--- src/rtl/fcrc_pkg.sv ---
`timescale 1ns/1ps
// Shared constants, the walker state type and the checksum step functions.
// Assumes a 128-bit flash word split into 32-bit lanes.
package fcrc_pkg;
    localparam int WORD_W = 128;
    localparam int CRC_W  = 32;
    localparam int LANES  = WORD_W / CRC_W;
    localparam logic [CRC_W-1:0] CRC_POLY = 32'h04C1_1DB7;
    localparam logic [CRC_W-1:0] CRC_INIT = 32'hFFFF_FFFF;

    typedef enum logic [1:0] {
        WK_IDLE,
        WK_REQ,
        WK_DATA,
        WK_FIN
    } wk_state_t;

    // One 32-bit lane, MSB first, non-reflected.
    function automatic logic [CRC_W-1:0] crc_lane_step(
        input logic [CRC_W-1:0] c,
        input logic [CRC_W-1:0] d
    );
        logic [CRC_W-1:0] r;
        r = c;
        for (int i = CRC_W - 1; i >= 0; i--) begin
            if (r[CRC_W-1] ^ d[i]) r = (r << 1) ^ CRC_POLY;
            else                   r = r << 1;
        end
        return r;
    endfunction

    // A full flash word, least significant lane first.
    function automatic logic [CRC_W-1:0] crc_word_step(
        input logic [CRC_W-1:0]  c,
        input logic [WORD_W-1:0] w
    );
        logic [CRC_W-1:0] r;
        r = c;
        for (int l = 0; l < LANES; l++) begin
            r = crc_lane_step(r, w[l*CRC_W +: CRC_W]);
        end
        return r;
    endfunction
endpackage

--- src/rtl/fcrc_cfg.sv ---
`timescale 1ns/1ps
// Configuration state: the sector bitmap and the self-clearing start and
// all-sectors flags. Assumes strobes are single-cycle pulses; everything
// is held clear while the enable is low.
module fcrc_cfg #(
    parameter int NSECT  = 4,
    parameter int SIDX_W = 2
) (
    input  logic              clk,
    input  logic              rst_n,
    input  logic              crc_en,
    input  logic [SIDX_W-1:0] sect_num,
    input  logic              add_sect,
    input  logic              clean_list,
    input  logic              all_sect_req,
    input  logic              start_req,
    input  logic              busy,
    input  logic              launch,
    output logic [NSECT-1:0]  list_q,
    output logic [NSECT-1:0]  eff_list,
    output logic              start_pend,
    output logic              all_pend
);
    // List seen by the walker at launch: all ones if the fill is armed.
    always_comb eff_list = all_pend ? {NSECT{1'b1}} : list_q;

    // Pending flags: armed by strobes, consumed at launch.
    always_ff @(posedge clk) begin
        if (!rst_n || !crc_en) begin
            start_pend <= 1'b0;
            all_pend   <= 1'b0;
        end else begin
            if (launch)
                start_pend <= 1'b0;
            else if (start_req && !busy && !start_pend)
                start_pend <= 1'b1;

            if (launch)
                all_pend <= 1'b0;
            else if (all_sect_req)
                all_pend <= 1'b1;
        end
    end

    // Sector bitmap: fill at launch, otherwise clear has priority over add.
    always_ff @(posedge clk) begin
        if (!rst_n || !crc_en) begin
            list_q <= '0;
        end else if (launch && all_pend) begin
            list_q <= {NSECT{1'b1}};
        end else if (clean_list) begin
            list_q <= '0;
        end else if (add_sect) begin
            list_q[sect_num] <= 1'b1;
        end
    end
endmodule

--- src/rtl/fcrc_walker.sv ---
`timescale 1ns/1ps
// Address walker: issues burst requests over a range or over the sectors of
// a bitmap snapshot, and counts data beats. Assumes the sector size is a
// multiple of the largest burst and that all sectors fit in the address space.
module fcrc_walker
    import fcrc_pkg::*;
#(
    parameter int ADDR_W          = 17,
    parameter int NSECT           = 4,
    parameter int SIDX_W          = 2,
    parameter int SECT_BYTES      = 8192,
    parameter int MIN_BURST_WORDS = 4,
    parameter int SEL_W           = 2,
    parameter int LEN_W           = 9
) (
    input  logic              clk,
    input  logic              rst_n,
    input  logic              crc_en,
    input  logic              start_pend,
    input  logic              by_sect,
    input  logic [SEL_W-1:0]  burst_sel,
    input  logic [ADDR_W-1:0] range_start,
    input  logic [ADDR_W-1:0] range_end,
    input  logic [NSECT-1:0]  eff_list,
    input  logic              rd_ack,
    input  logic              rd_vld,
    output logic              launch,
    output logic              busy,
    output logic              beat,
    output logic              fin,
    output logic              rd_req,
    output logic [ADDR_W-1:0] rd_addr,
    output logic [LEN_W-1:0]  rd_len
);
    localparam int WORD_BYTES = WORD_W / 8;
    localparam int SECT_SH    = $clog2(SECT_BYTES);
    localparam logic [ADDR_W-1:0] MIN_BB = ADDR_W'(MIN_BURST_WORDS * WORD_BYTES);

    // Burst size in bytes for a size code.
    function automatic logic [ADDR_W-1:0] burst_bytes(input logic [SEL_W-1:0] s);
        return MIN_BB << {s, 1'b0};
    endfunction

    // Burst size in words for a size code.
    function automatic logic [LEN_W-1:0] burst_words(input logic [SEL_W-1:0] s);
        return LEN_W'(MIN_BURST_WORDS) << {s, 1'b0};
    endfunction

    // Lowest set bit at or above 'from'; MSB of the result flags a hit.
    function automatic logic [SIDX_W:0] pick_from(
        input logic [NSECT-1:0] l,
        input int               from
    );
        logic [SIDX_W:0] r;
        r = '0;
        for (int i = NSECT - 1; i >= 0; i--) begin
            if (l[i] && i >= from) r = {1'b1, SIDX_W'(i)};
        end
        return r;
    endfunction

    wk_state_t         st;
    logic [ADDR_W-1:0] addr_q, last_q;
    logic [NSECT-1:0]  snap_q;
    logic [SIDX_W-1:0] cur_q;
    logic [LEN_W-1:0]  beat_q;
    logic [SEL_W-1:0]  sel_q;
    logic              mode_q;

    logic [ADDR_W-1:0] bb_in, bb_now, step_addr;
    logic [SIDX_W:0]   first_pick, next_pick;
    logic              last_beat, sect_wrap, range_last;

    // Status outputs and request port, all from the state register.
    always_comb begin
        launch  = (st == WK_IDLE) && start_pend && crc_en;
        busy    = (st != WK_IDLE);
        beat    = (st == WK_DATA) && rd_vld;
        fin     = (st == WK_FIN);
        rd_req  = (st == WK_REQ);
        rd_addr = addr_q;
        rd_len  = burst_words(sel_q);
    end

    // Next-address and end-of-walk decisions.
    always_comb begin
        bb_in      = burst_bytes(burst_sel);
        bb_now     = burst_bytes(sel_q);
        step_addr  = addr_q + bb_now;
        first_pick = pick_from(eff_list, 0);
        next_pick  = pick_from(snap_q, int'(cur_q) + 1);
        last_beat  = beat && (beat_q == rd_len - 1'b1);
        sect_wrap  = (step_addr[SECT_SH-1:0] == '0);
        range_last = (addr_q >= last_q);
    end

    // Walk sequencing: launch, request, beat count, advance or finish.
    always_ff @(posedge clk) begin
        if (!rst_n || !crc_en) begin
            st     <= WK_IDLE;
            addr_q <= '0;
            last_q <= '0;
            snap_q <= '0;
            cur_q  <= '0;
            beat_q <= '0;
            sel_q  <= '0;
            mode_q <= 1'b0;
        end else begin
            case (st)
                WK_IDLE: if (launch) begin
                    sel_q  <= burst_sel;
                    mode_q <= by_sect;
                    snap_q <= eff_list;
                    beat_q <= '0;
                    if (by_sect) begin
                        if (first_pick[SIDX_W]) begin
                            addr_q <= ADDR_W'(first_pick[SIDX_W-1:0]) << SECT_SH;
                            cur_q  <= first_pick[SIDX_W-1:0];
                            st     <= WK_REQ;
                        end else begin
                            st <= WK_FIN;
                        end
                    end else begin
                        addr_q <= range_start & ~(bb_in - 1'b1);
                        last_q <= range_end & ~(bb_in - 1'b1);
                        st     <= WK_REQ;
                    end
                end
                WK_REQ: if (rd_ack) begin
                    beat_q <= '0;
                    st     <= WK_DATA;
                end
                WK_DATA: if (beat) begin
                    beat_q <= beat_q + 1'b1;
                    if (last_beat) begin
                        if (!mode_q) begin
                            if (range_last) begin
                                st <= WK_FIN;
                            end else begin
                                addr_q <= step_addr;
                                st     <= WK_REQ;
                            end
                        end else if (!sect_wrap) begin
                            addr_q <= step_addr;
                            st     <= WK_REQ;
                        end else if (next_pick[SIDX_W]) begin
                            addr_q <= ADDR_W'(next_pick[SIDX_W-1:0]) << SECT_SH;
                            cur_q  <= next_pick[SIDX_W-1:0];
                            st     <= WK_REQ;
                        end else begin
                            st <= WK_FIN;
                        end
                    end
                end
                WK_FIN: st <= WK_IDLE;
                default: st <= WK_IDLE;
            endcase
        end
    end
endmodule

--- src/rtl/fcrc_engine.sv ---
`timescale 1ns/1ps
// Checksum accumulator and completion flag. Assumes the walker marks each
// accepted beat and the finishing cycle; absorbs one full word per beat.
module fcrc_engine
    import fcrc_pkg::*;
(
    input  logic              clk,
    input  logic              rst_n,
    input  logic              crc_en,
    input  logic              launch,
    input  logic              beat,
    input  logic              fin,
    input  logic              busy,
    input  logic              clean_crc,
    input  logic [WORD_W-1:0] rd_data,
    output logic [CRC_W-1:0]  crc_q,
    output logic              done_q
);
    // Seed at launch, fold each beat, flag at finish, clear on request.
    always_ff @(posedge clk) begin
        if (!rst_n || !crc_en) begin
            crc_q  <= '0;
            done_q <= 1'b0;
        end else if (launch) begin
            crc_q  <= CRC_INIT;
            done_q <= 1'b0;
        end else if (beat) begin
            crc_q <= crc_word_step(crc_q, rd_data);
        end else if (fin) begin
            done_q <= 1'b1;
        end else if (clean_crc && !busy) begin
            crc_q  <= '0;
            done_q <= 1'b0;
        end
    end
endmodule

--- src/rtl/fcrc_seq.sv ---
`timescale 1ns/1ps
// Top of the flash region checksum sequencer: ties configuration, walker and
// checksum engine together. Assumes an external memory answers each accepted
// burst with exactly rd_len beats of 128-bit words.
module fcrc_seq
    import fcrc_pkg::*;
#(
    parameter int ADDR_W          = 17,
    parameter int NSECT           = 4,
    parameter int SECT_BYTES      = 8192,
    parameter int MIN_BURST_WORDS = 4,
    parameter int SEL_W           = 2,
    localparam int SIDX_W = (NSECT > 1) ? $clog2(NSECT) : 1,
    localparam int LEN_W  = $clog2(MIN_BURST_WORDS) + 2 * ((1 << SEL_W) - 1) + 1
) (
    input  logic              clk,
    input  logic              rst_n,
    input  logic              crc_en,
    input  logic              by_sect,
    input  logic [SEL_W-1:0]  burst_sel,
    input  logic [ADDR_W-1:0] range_start,
    input  logic [ADDR_W-1:0] range_end,
    input  logic [SIDX_W-1:0] sect_num,
    input  logic              add_sect,
    input  logic              clean_list,
    input  logic              all_sect_req,
    input  logic              start_req,
    input  logic              clean_crc,
    output logic              rd_req,
    output logic [ADDR_W-1:0] rd_addr,
    output logic [LEN_W-1:0]  rd_len,
    input  logic              rd_ack,
    input  logic              rd_vld,
    input  logic [WORD_W-1:0] rd_data,
    output logic              busy,
    output logic              done,
    output logic [CRC_W-1:0]  crc_out,
    output logic [NSECT-1:0]  sect_list,
    output logic              start_pend,
    output logic              all_pend
);
    logic             launch, beat, fin;
    logic [NSECT-1:0] eff_list;

    fcrc_cfg #(
        .NSECT (NSECT),
        .SIDX_W(SIDX_W)
    ) u_cfg (
        .clk         (clk),
        .rst_n       (rst_n),
        .crc_en      (crc_en),
        .sect_num    (sect_num),
        .add_sect    (add_sect),
        .clean_list  (clean_list),
        .all_sect_req(all_sect_req),
        .start_req   (start_req),
        .busy        (busy),
        .launch      (launch),
        .list_q      (sect_list),
        .eff_list    (eff_list),
        .start_pend  (start_pend),
        .all_pend    (all_pend)
    );

    fcrc_walker #(
        .ADDR_W         (ADDR_W),
        .NSECT          (NSECT),
        .SIDX_W         (SIDX_W),
        .SECT_BYTES     (SECT_BYTES),
        .MIN_BURST_WORDS(MIN_BURST_WORDS),
        .SEL_W          (SEL_W),
        .LEN_W          (LEN_W)
    ) u_walk (
        .clk        (clk),
        .rst_n      (rst_n),
        .crc_en     (crc_en),
        .start_pend (start_pend),
        .by_sect    (by_sect),
        .burst_sel  (burst_sel),
        .range_start(range_start),
        .range_end  (range_end),
        .eff_list   (eff_list),
        .rd_ack     (rd_ack),
        .rd_vld     (rd_vld),
        .launch     (launch),
        .busy       (busy),
        .beat       (beat),
        .fin        (fin),
        .rd_req     (rd_req),
        .rd_addr    (rd_addr),
        .rd_len     (rd_len)
    );

    fcrc_engine u_eng (
        .clk      (clk),
        .rst_n    (rst_n),
        .crc_en   (crc_en),
        .launch   (launch),
        .beat     (beat),
        .fin      (fin),
        .busy     (busy),
        .clean_crc(clean_crc),
        .rd_data  (rd_data),
        .crc_q    (crc_out),
        .done_q   (done)
    );
endmodule

--- config.mk ---
export PLATFORM = sky130hd
export DESIGN_NAME = fcrc_seq
export DESIGN_NICKNAME = d
export VERILOG_FILES = /design/src/rtl/fcrc_pkg.sv /design/src/rtl/fcrc_cfg.sv /design/src/rtl/fcrc_walker.sv /design/src/rtl/fcrc_engine.sv /design/src/rtl/fcrc_seq.sv
export SDC_FILE = /design/constraint.sdc
export NUM_CORES = 1
export LEC_CHECK = 0
export BUFFER_PORTS_ARGS = -buffer_cell sky130_fd_sc_hd__buf_2
export CAP_MARGIN = 10
export CORE_UTILIZATION = 50
export DETAILED_ROUTE_END_ITERATION = 10
export PLACE_DENSITY = 0.67
export SYNTH_ARGS = -nofsm -noshare
export SYNTH_HDL_FRONTEND = slang
export SYNTH_HIERARCHICAL = 1
export SYNTH_SLANG_ARGS = --single-unit
--- constraint.sdc ---
create_clock -name clk -period 18.6 [get_ports clk]
set_clock_uncertainty 0.05 [all_clocks]
set_input_delay 0.93 -clock clk [delete_from_list [all_inputs] [get_ports clk]]
set_output_delay 0.93 -clock clk [all_outputs]
set_load 0.005 [all_outputs]
Word level (Yosys, flattened, before mapping)
Index checks and enable logic that the tools add are counted.
- memory bits (writable): 0
- bits in read-only memories: 0
- output and inout bits: 67
- memories kept: 0
- logic and storage cells: 905
- latch bits: 0
- input port bits: 177
- register bits after elaboration: 93
- multipliers: 0
- bitwise gates (word level): 262
- equal/unequal tests: 17
- div/mod/pow operators: 0
- mux-type cells: 563
- shift operators: 3
- $add $sub $neg: 5
- reduce and logical (&&, ||, !) cells: 35
- magnitude comparators: 7
- operator list (cell ; count):
    $mux 32 ; 385
    $mux 27 ; 128
    $not 14->14 ; 128
    $mux 17 ; 9
    $xor 1x1->1 ; 128
    $ge 3x32->1 const A ; 2
    $mux 2 ; 18
    $and 17x17->17 ; 2
    $pmux 17 s2 ; 1
    $shl 7x3->17 const A ; 2
    $ge 1x32->1 const A ; 1
    $ge 2x32->1 const A ; 1
    $mux 9 ; 3
    $pmux 9 s3 ; 1
    $mux 3 ; 8
    $add 17x17->17 ; 1
    $ge 17x17->1 ; 1
    $not 17->17 ; 1
    $sub 17x1->17 const B ; 1
    $mux 4 ; 4
    $ne 2x1->1 const B ; 7
    $logic_and 1x1->1 ; 13
    $logic_not 13->1 ; 1
    $add 9x1->9 const B ; 1
    29 further kinds ; 45

Longest topological paths before layout
Gate-level depths: netlist (run 1).
- depth in word-level cells: 639
- gate-level depth with buffers: 29
- depth with buffers taken out: 26

Hierarchy
Netlist (run 1), hierarchy kept.
- modules (own cells, without submodules) (module ; cells each ; times used ; area each (um2)):
    fcrc_engine ; 1207 ; 1 ; 17252.8
    fcrc_walker ; 366 ; 1 ; 2793.9
    fcrc_cfg ; 29 ; 1 ; 270.3

Least setup slack after synthesis (run 1)
OpenSTA, ideal clock, no wires.
- kind: input -> register
- from: input rd_data[27]
- to: register u_eng.crc_q[7]
- stages on the path: 27
- library setup time: 124 ps
- buffers on the path: 1
- data required time: 18426 ps
- arrival time: 11138 ps
- path slack: 7288 ps
- cell sequence: buf_4 -> xnor2_4 -> xnor3_1 -> xnor2_2 -> xnor3_2 -> xnor3_2 -> xnor2_2 -> xor3_1 -> xnor3_1 -> xor2_2 -> xnor2_1 -> xnor3_2 -> xnor2_2 -> xnor3_2 -> xor2_1 -> xnor3_2 -> xnor2_4 -> xnor2_4 -> xnor3_2 -> xnor3_2 -> xnor3_2 -> xor3_2 -> xnor3_2 -> xnor3_1 -> xor2_1 -> a221oi_1 -> nor2_1
- RTL lines (what ; RTL line ; RTL):
    start: declaration ; fcrc_seq.sv:34 ; input logic [WORD_W-1:0] rd_data,
    end signal: assignment ; fcrc_engine.sv:28 ; crc_q <= crc_word_step(crc_q, rd_data);
    end: declaration ; fcrc_engine.sv:16 ; output logic [CRC_W-1:0] crc_q,

==> results of run 1 <==
## flip-flops by register name, indices dropped and copies added (netlist names), 2 cells and up
signal,flops
u_cfg/list_q,4
u_eng/crc_q,32
u_walk/beat_q,9
u_walk/cur_q,2
u_walk/last_q,11
u_walk/rd_addr,11
u_walk/sel_q,2
u_walk/snap_q,3
u_walk/st,2
## layout make-up
cell class	instances	share of cell area [%]
Sequential cell	80	7.208
Clock buffer	9	1.014
Timing Repair Buffer	227	5.226
Multi-Input combinational cell	1465	82.89
Inverter	20	0.3379
Clock inverter	7	0.3717
Tap cell	525	2.956
## critical path, delay by kind of cell
family	cells	cell delay, ns
xor gates and xnor gates	23	11.94
buffers and inverters	1	0.11
and+or+nand+nor	1	0.06
AOI/OAI and AO/OA	1	0.25
## stage by stage
step	hold slack [ns]	utilization, %	setup slack [ns]	cell area (um^2)
2_1_floorplan	0.3819	-	7.288	20350
3_3_place_gp	0.3982	54.86	5.093	21900
3_5_place_dp	0.4042	54.86	5.017	21900
4_1_cts	0.4138	55.63	5.372	22200
5_1_grt	0.4293	55.67	4.993	22220
6_report	0.4146	55.67	5.421	22220
## layout by cell type (no fill, tap or decap), types with 11 or more instances in the layout
cell type and instances:
xnor2_1 425, xnor3_1 291, buf_2 220, xor2_1 185, dfxtp_1 80, nor2_1 64
xnor3_2 59, xor3_1 48, xnor2_2 46, nand2_1 45, a21oi_1 44, a221oi_1 28
inv_1 19, ha_1 18, xnor2_4 17, xor2_2 16, nand3_1 16, o21ai_0 13
conb_1 11
## worst max-delay path by stage
stage,from,end,depth (start not counted)
finish,rd_data[23],u_eng/crc_q[11],26
global route,rd_data[20],u_eng/crc_q[13],27
floorplan,rd_data[27],u_eng/crc_q[7],27
global placement,rd_data[23],u_eng/crc_q[11],26
detailed placement,rd_data[23],u_eng/crc_q[11],26
CTS,rd_data[23],u_eng/crc_q[11],26
## logic make-up after synthesis
group,count (synthesis)
xor gates and xnor gates,1097
AOI/OAI and AO/OA,140
adders and majority gates,18
and+or+nand+nor,194
buffers and inverters,67
other,1
DFF,80
muxes,5
## routing by layer
| metal | vias to the layer above | global-route usage, % |
|---|---|---|
| li1 | 5930 | - |
| met1 | 6345 | 37.37 |
| met2 | 418 | 45.50 |
| met3 | 40 | 2.621 |
| met4 | 0 | 3.840 |
| met5 | - | 0 |
==> metrics.csv, run 1 <==
stage,metric,value,unit
floorplan,coreArea,39910,um^2
floorplan,die_y,203.6,um
synthesis,syn_area,20320,um^2
route,drtIter0Drc,1010,
global_routing,antenna_found_initial,0,
clocking,cts_tree,yes,
synthesis,synth_top_family_by_area,XOR/XNOR gates,
synthesis,synth_area_leaders,"xnor3_1 (32%), xnor2_1 (18%), xor2_1 (8.0%), dfxtp_1 (7.9%), xnor3_2 (6.9%)",
timing,setup_viol,0,
route,routed-wl-met3,2.940,mm
timing,drv_slew,0,
synthesis,synthSimpleGateAreaFrac,4.650,%
route,vias,12730,
placement,routabilityCongestion,0.9577,
clocking,post-cts-setup-buffers,0,
critical_path,r2r_start,u_eng/crc_q[23],
clocking,cts_max_level,3,
timing,min_period,13.18,ns
timing,worst_pin_slew,1.142,ns
floorplan,dieArea,41440,um^2
critical_path,timing.rr.end,u_eng/crc_q[11],
synthesis,synth-seq-cells,80,
clocking,cts_buffers,9,
route,route.met2.wl,26.69,mm
synthesis,muxShareOfSynthArea,0.2463,%
route,route.detailed.drc,0,
run,maxCapViolations,0,
synthesis,yosysTopAreaCell,xnor3_1,
floorplan,ios,244,
timing,setup_tns,0,ns
outcome,outcome,"finished, final reports clean",
route,viasPerCell,5.458,
route,routed_wl,54.27,mm
global_routing,grt_pass1_vias,12860,
placement,dp.cells,2316,
floorplan,start_util,50.90,%
synthesis,synthCells,1602,
final_layout,stdcell_count,2333,
route,met1_length,23.98,mm
route,top_layer,met4,
floorplan,die_w,203.6,um
clocking,cts_resized,0,
clocking,cts-root-buf,clkbuf_16,
global_routing,grt_max_degree,39,
worst_hold_path,hold_end,u_walk/last_q[7],
route,dr.pass1.iters,5,
final_layout,regArea,1602,um^2
route,wire_per_inst,23.26,um
floorplan,num_rows,73,
final_layout,drive_above_1_share,22.40,%
critical_path,reg2regPathDepth,25,
timing,grt_setup_unrepaired,no,
synthesis,synthDistinctLibCells,71,
synthesis,synth_edf_count,0,
critical_path,crit_path_frequent_cell,xnor3_1,
synthesis,yosys_most_used_dff,dfxtp_1,
synthesis,synth_common_cells,"xnor2_1 (425), xnor3_1 (291), xor2_1 (185), dfxtp_1 (80), nor2_1 (65)",
critical_path,cp_max_fo,8,
timing,fin_crit_sh,70.86,%
critical_path,worstSetupPathType,primary input to flip-flop,
global_routing,grt_remaining_overflow,0,
final_layout,fillers,3386,
final_layout,multi_input_comb_area,18420,um^2
synthesis,syn_avg_cell_area,12.68,um^2
critical_path,startpoint_type,primary input,
global_routing,globalRouteTotalUtil,26.63,%
critical_path,endpoint_kind,flip-flop,
synthesis,yosysWarnings,6,
final_layout,num-nets-final,1998,
critical_path,slowest_stage,xor2_1,
synthesis,ys_async_sr_fraction,0,%
clocking,cts_buffer_depth,2,
synthesis,synthXorXnorAreaFrac,79.61,%
synthesis,synth_top_area_share,32.26,%
synthesis,synthAdderAreaFrac,1.109,%
synthesis,yosysMostFrequentCell,xnor2_1,
synthesis,synth-compound-area-share,4.816,%
critical_path,rrSetupSlack,5.58,ns
clocking,clkSlewWorstSetupHoldPaths,0.07,ns
clocking,cts_num_sinks,80,
critical_path,required,18.75,ns
critical_path,cp_data_arrival_time,13.33,ns
critical_path,slowest_delay,0.82,ns
worst_hold_path,hold_class,flip-flop to flip-flop,
worst_hold_path,hp-start,u_walk/last_q[7],
synthesis,yosysSeqAreaShare,7.883,%
timing,hold_viol_final,0,
global_routing,grt_pass1_wl,81.74,mm
clocking,worstSkewPairLatency,0.35,ns
timing,fmax,75.88,MHz
placement,dp_hpwl,45.49,mm
worst_hold_path,hold_depth,2,
clocking,hold_buffers,0,
final_layout,diodes,0,
placement,numPortBuffers,220,
timing,max-slew-margin-rel,23.71,%
route,ant_nets,0,
final_layout,area_delta_synth_final,9.361,%
Power of run 1 is left out: the tool's default activity adds up to more than one toggle a clock period on the data nets, which glitch-free logic cannot reach.
==> run 2, diff against run 1 <==
Clock period 18.6 ns to 12.15 ns, I/O delays scaled along.
==> metrics.csv, run 2 (same netlist as run 1, synthesis figures left out) <==
stage,metric,value,unit,change
outcome,outcome,"finished, final reports clean",,
final_layout,area_delta_synth_final,13.14,%,
final_layout,final_cell_mix,"xnor2_1 (422), xnor3_1 (291), buf_2 (220)",,
critical_path,reg2regPathDepth,26,,+4.0%
clocking,cts_max_level,3,,unchanged
floorplan,ios,244,,unchanged
critical_path,worstSetupPathType,flip-flop to flip-flop,,
timing,setup_viol,0,,unchanged
route,drtIter0Drc,810,,-20%
critical_path,slowest_stage,xnor3_2,,
route,dr.pass1.iters,5,,unchanged
route,routed_wl,55.25,mm,+1.8%
critical_path,timing.rr.end,u_eng/crc_q[26],,
run,maxCapViolations,0,,unchanged
timing,grt_setup_unrepaired,no,,
floorplan,num_rows,73,,unchanged
worst_hold_path,hold_class,flip-flop to flip-flop,,
route,route.detailed.drc,0,,unchanged
timing,fin_crit_sh,97.14,%,
timing,worst_pin_slew,1.143,ns,+0.001595 ns
timing,min_period,11.80,ns,
critical_path,r2r_start,u_eng/crc_q[27],,
floorplan,die_w,203.6,um,unchanged
floorplan,dieArea,41440,um^2,unchanged
global_routing,grt_max_degree,39,,unchanged
global_routing,antenna_found_initial,0,,unchanged
timing,drv_slew,0,,unchanged
clocking,cts_num_sinks,80,,unchanged
critical_path,worst-path-buf-inv,0,,-1
worst_hold_path,hp-start,u_walk/last_q[14],,
critical_path,required,12.30,ns,-6.45 ns
route,vias,13070,,+2.7%
final_layout,drive_above_1_share,26.50,%,+4.1 points
clocking,cts_buffers,9,,unchanged
placement,dp_hpwl,46.89,mm,+3.1%
global_routing,grt_pass1_vias,13400,,+4.2%
floorplan,start_util,50.90,%,unchanged
critical_path,crit_path_frequent_cell,xnor3_1,,
route,viasPerCell,5.386,,-1.3%
clocking,hold_buffers,0,,unchanged
final_layout,largest_reg_flops,32,,unchanged
final_layout,top_register,u_eng/crc_q,,
final_layout,final_common_cell,xnor2_1,,
global_routing,globalRouteTotalUtil,26.80,%,+0.17 points
clocking,clkSlewWorstSetupHoldPaths,0.07,ns,about the same
critical_path,cp_data_arrival_time,11.95,ns,-1.38 ns
timing,hold_viol_final,0,,unchanged
clocking,worstSkewPairLatency,0.35,ns,about the same
worst_hold_path,hold_depth,2,,unchanged
critical_path,endpoint_kind,flip-flop,,
final_layout,num-nets-final,2092,,+4.7%
floorplan,coreArea,39910,um^2,unchanged
global_routing,grt_pass1_wl,82.46,mm,+0.88%
critical_path,rrSetupSlack,0.35,ns,-5.23 ns
clocking,cts_tree,yes,,
timing,fmax,84.73,MHz,
worst_hold_path,hold_end,u_walk/last_q[14],,
critical_path,cp_top_family,XOR/XNOR gates,,
critical_path,startpoint_type,flip-flop,,
timing,setup_tns,0,ns,unchanged
timing,max-slew-margin-rel,23.79,%,+0.078 points
clocking,cts-root-buf,clkbuf_16,,
global_routing,grt_remaining_overflow,0,,unchanged
floorplan,die_y,203.6,um,unchanged
placement,numPortBuffers,220,,unchanged
route,wire_per_inst,22.77,um,-2.1%
clocking,cts_buffer_depth,2,,unchanged
route,ant_nets,0,,unchanged
critical_path,slowest_delay,0.66,ns,-0.16 ns
final_layout,diodes,0,,unchanged
critical_path,cp_max_fo,8,,unchanged
placement,routabilityCongestion,0.9463,,-1.2%
run 2: changes by cell type in the layout (fill, tap and decap cells not counted):
cell | before | now
buf_4 | 6 | 100
clkbuf_8 | 0 | 2
clkinv_4 | 0 | 2
clkinvlp_4 | 2 | 1
dfxtp_1 | 80 | 79
dfxtp_2 | 0 | 1
inv_6 | 3 | 1
inv_8 | 1 | 0
xnor2_1 | 425 | 422
xnor2_2 | 46 | 47
xnor2_4 | 17 | 19
xor2_1 | 185 | 184
xor2_2 | 16 | 17
run 2: worst max-delay path by stage:
stage               slack (ns)             from  cells past startpoint               to
floorplan                 1.16      rd_data[27]                     27   u_eng/crc_q[7]
global placement          0.26      rd_data[23]                     28  u_eng/crc_q[13]
detailed placement        0.14      rd_data[23]                     29  u_eng/crc_q[26]
CTS                       0.33  u_eng/crc_q[27]                     25   u_eng/crc_q[8]
global route             0.005  u_eng/crc_q[27]                     26  u_eng/crc_q[13]
finish                    0.35  u_eng/crc_q[27]                     26  u_eng/crc_q[26]
run 2: final cells by class:
cell class / instances / area (um^2)
clock buffer: 11 / 252.7
tap: 525 / 656.9
inverter: 20 / 75.07
timing repair buffer: 321 / 1867
fill: 3286 / 16930
multi-input combinational: 1465 / 18470
clock inverter: 5 / 63.81
sequential: 80 / 1603
run 2: stage by stage:
step	util, %	std cells	area (um^2)	hold slack (ns)	worst slack [ns]
after floorplan	-	1612	20350	0.3819	1.160
final	57.59	2427	22990	0.4069	0.3472
after CTS	57.34	2422	22890	0.4064	0.3264
after global placement	56.55	2406	22570	0.3980	0.2556
after detailed placement	56.55	2406	22570	0.3973	0.1435
after global routing	57.59	2427	22990	0.4189	0.004666
run 2: routing by layer:
metal / wire length, um / vias to the layer above / share of wire, % / GRT usage, %
met5: 0 / - / 0 / 0
met4: 940 / 0 / 1.7 / 5.102
met3: 2956 / 51 / 5.3 / 2.621
met2: 26840 / 391 / 49 / 45.15
met1: 24520 / 6502 / 44 / 37.69
li1: - / 6127 / - / -
run 2: what timing repair did:
| item | in CTS | in global routing |
|---|---|---|
| setup buffers | 0 | 4 |
| resized for setup | 0 | 7 |
| setup endpoints to repair | 0 | 11 |
run 2: worst reg2reg max path, stage by stage (launching register included):
cell      delay [ns]
dfxtp_1         0.62
xor2_1          0.41
xnor3_1         0.54
xnor3_1         0.51
xnor2_2         0.34
xnor2_1         0.22
xnor3_2         0.66
xnor2_4         0.38
xnor3_2         0.60
xnor3_2         0.51
xnor3_1         0.47
xnor3_1         0.54
xnor2_1         0.35
xnor3_2         0.47
xor2_1          0.30
xnor3_1         0.62
xnor3_1         0.50
xnor3_1         0.54
xor2_1          0.26
xnor3_1         0.47
xnor2_1         0.33
xor3_2          0.40
xnor3_2         0.56
xnor2_2         0.23
xnor3_1         0.43
a221oi_1        0.28
nor2_1          0.07
Power of run 2 is left out for the same reason.
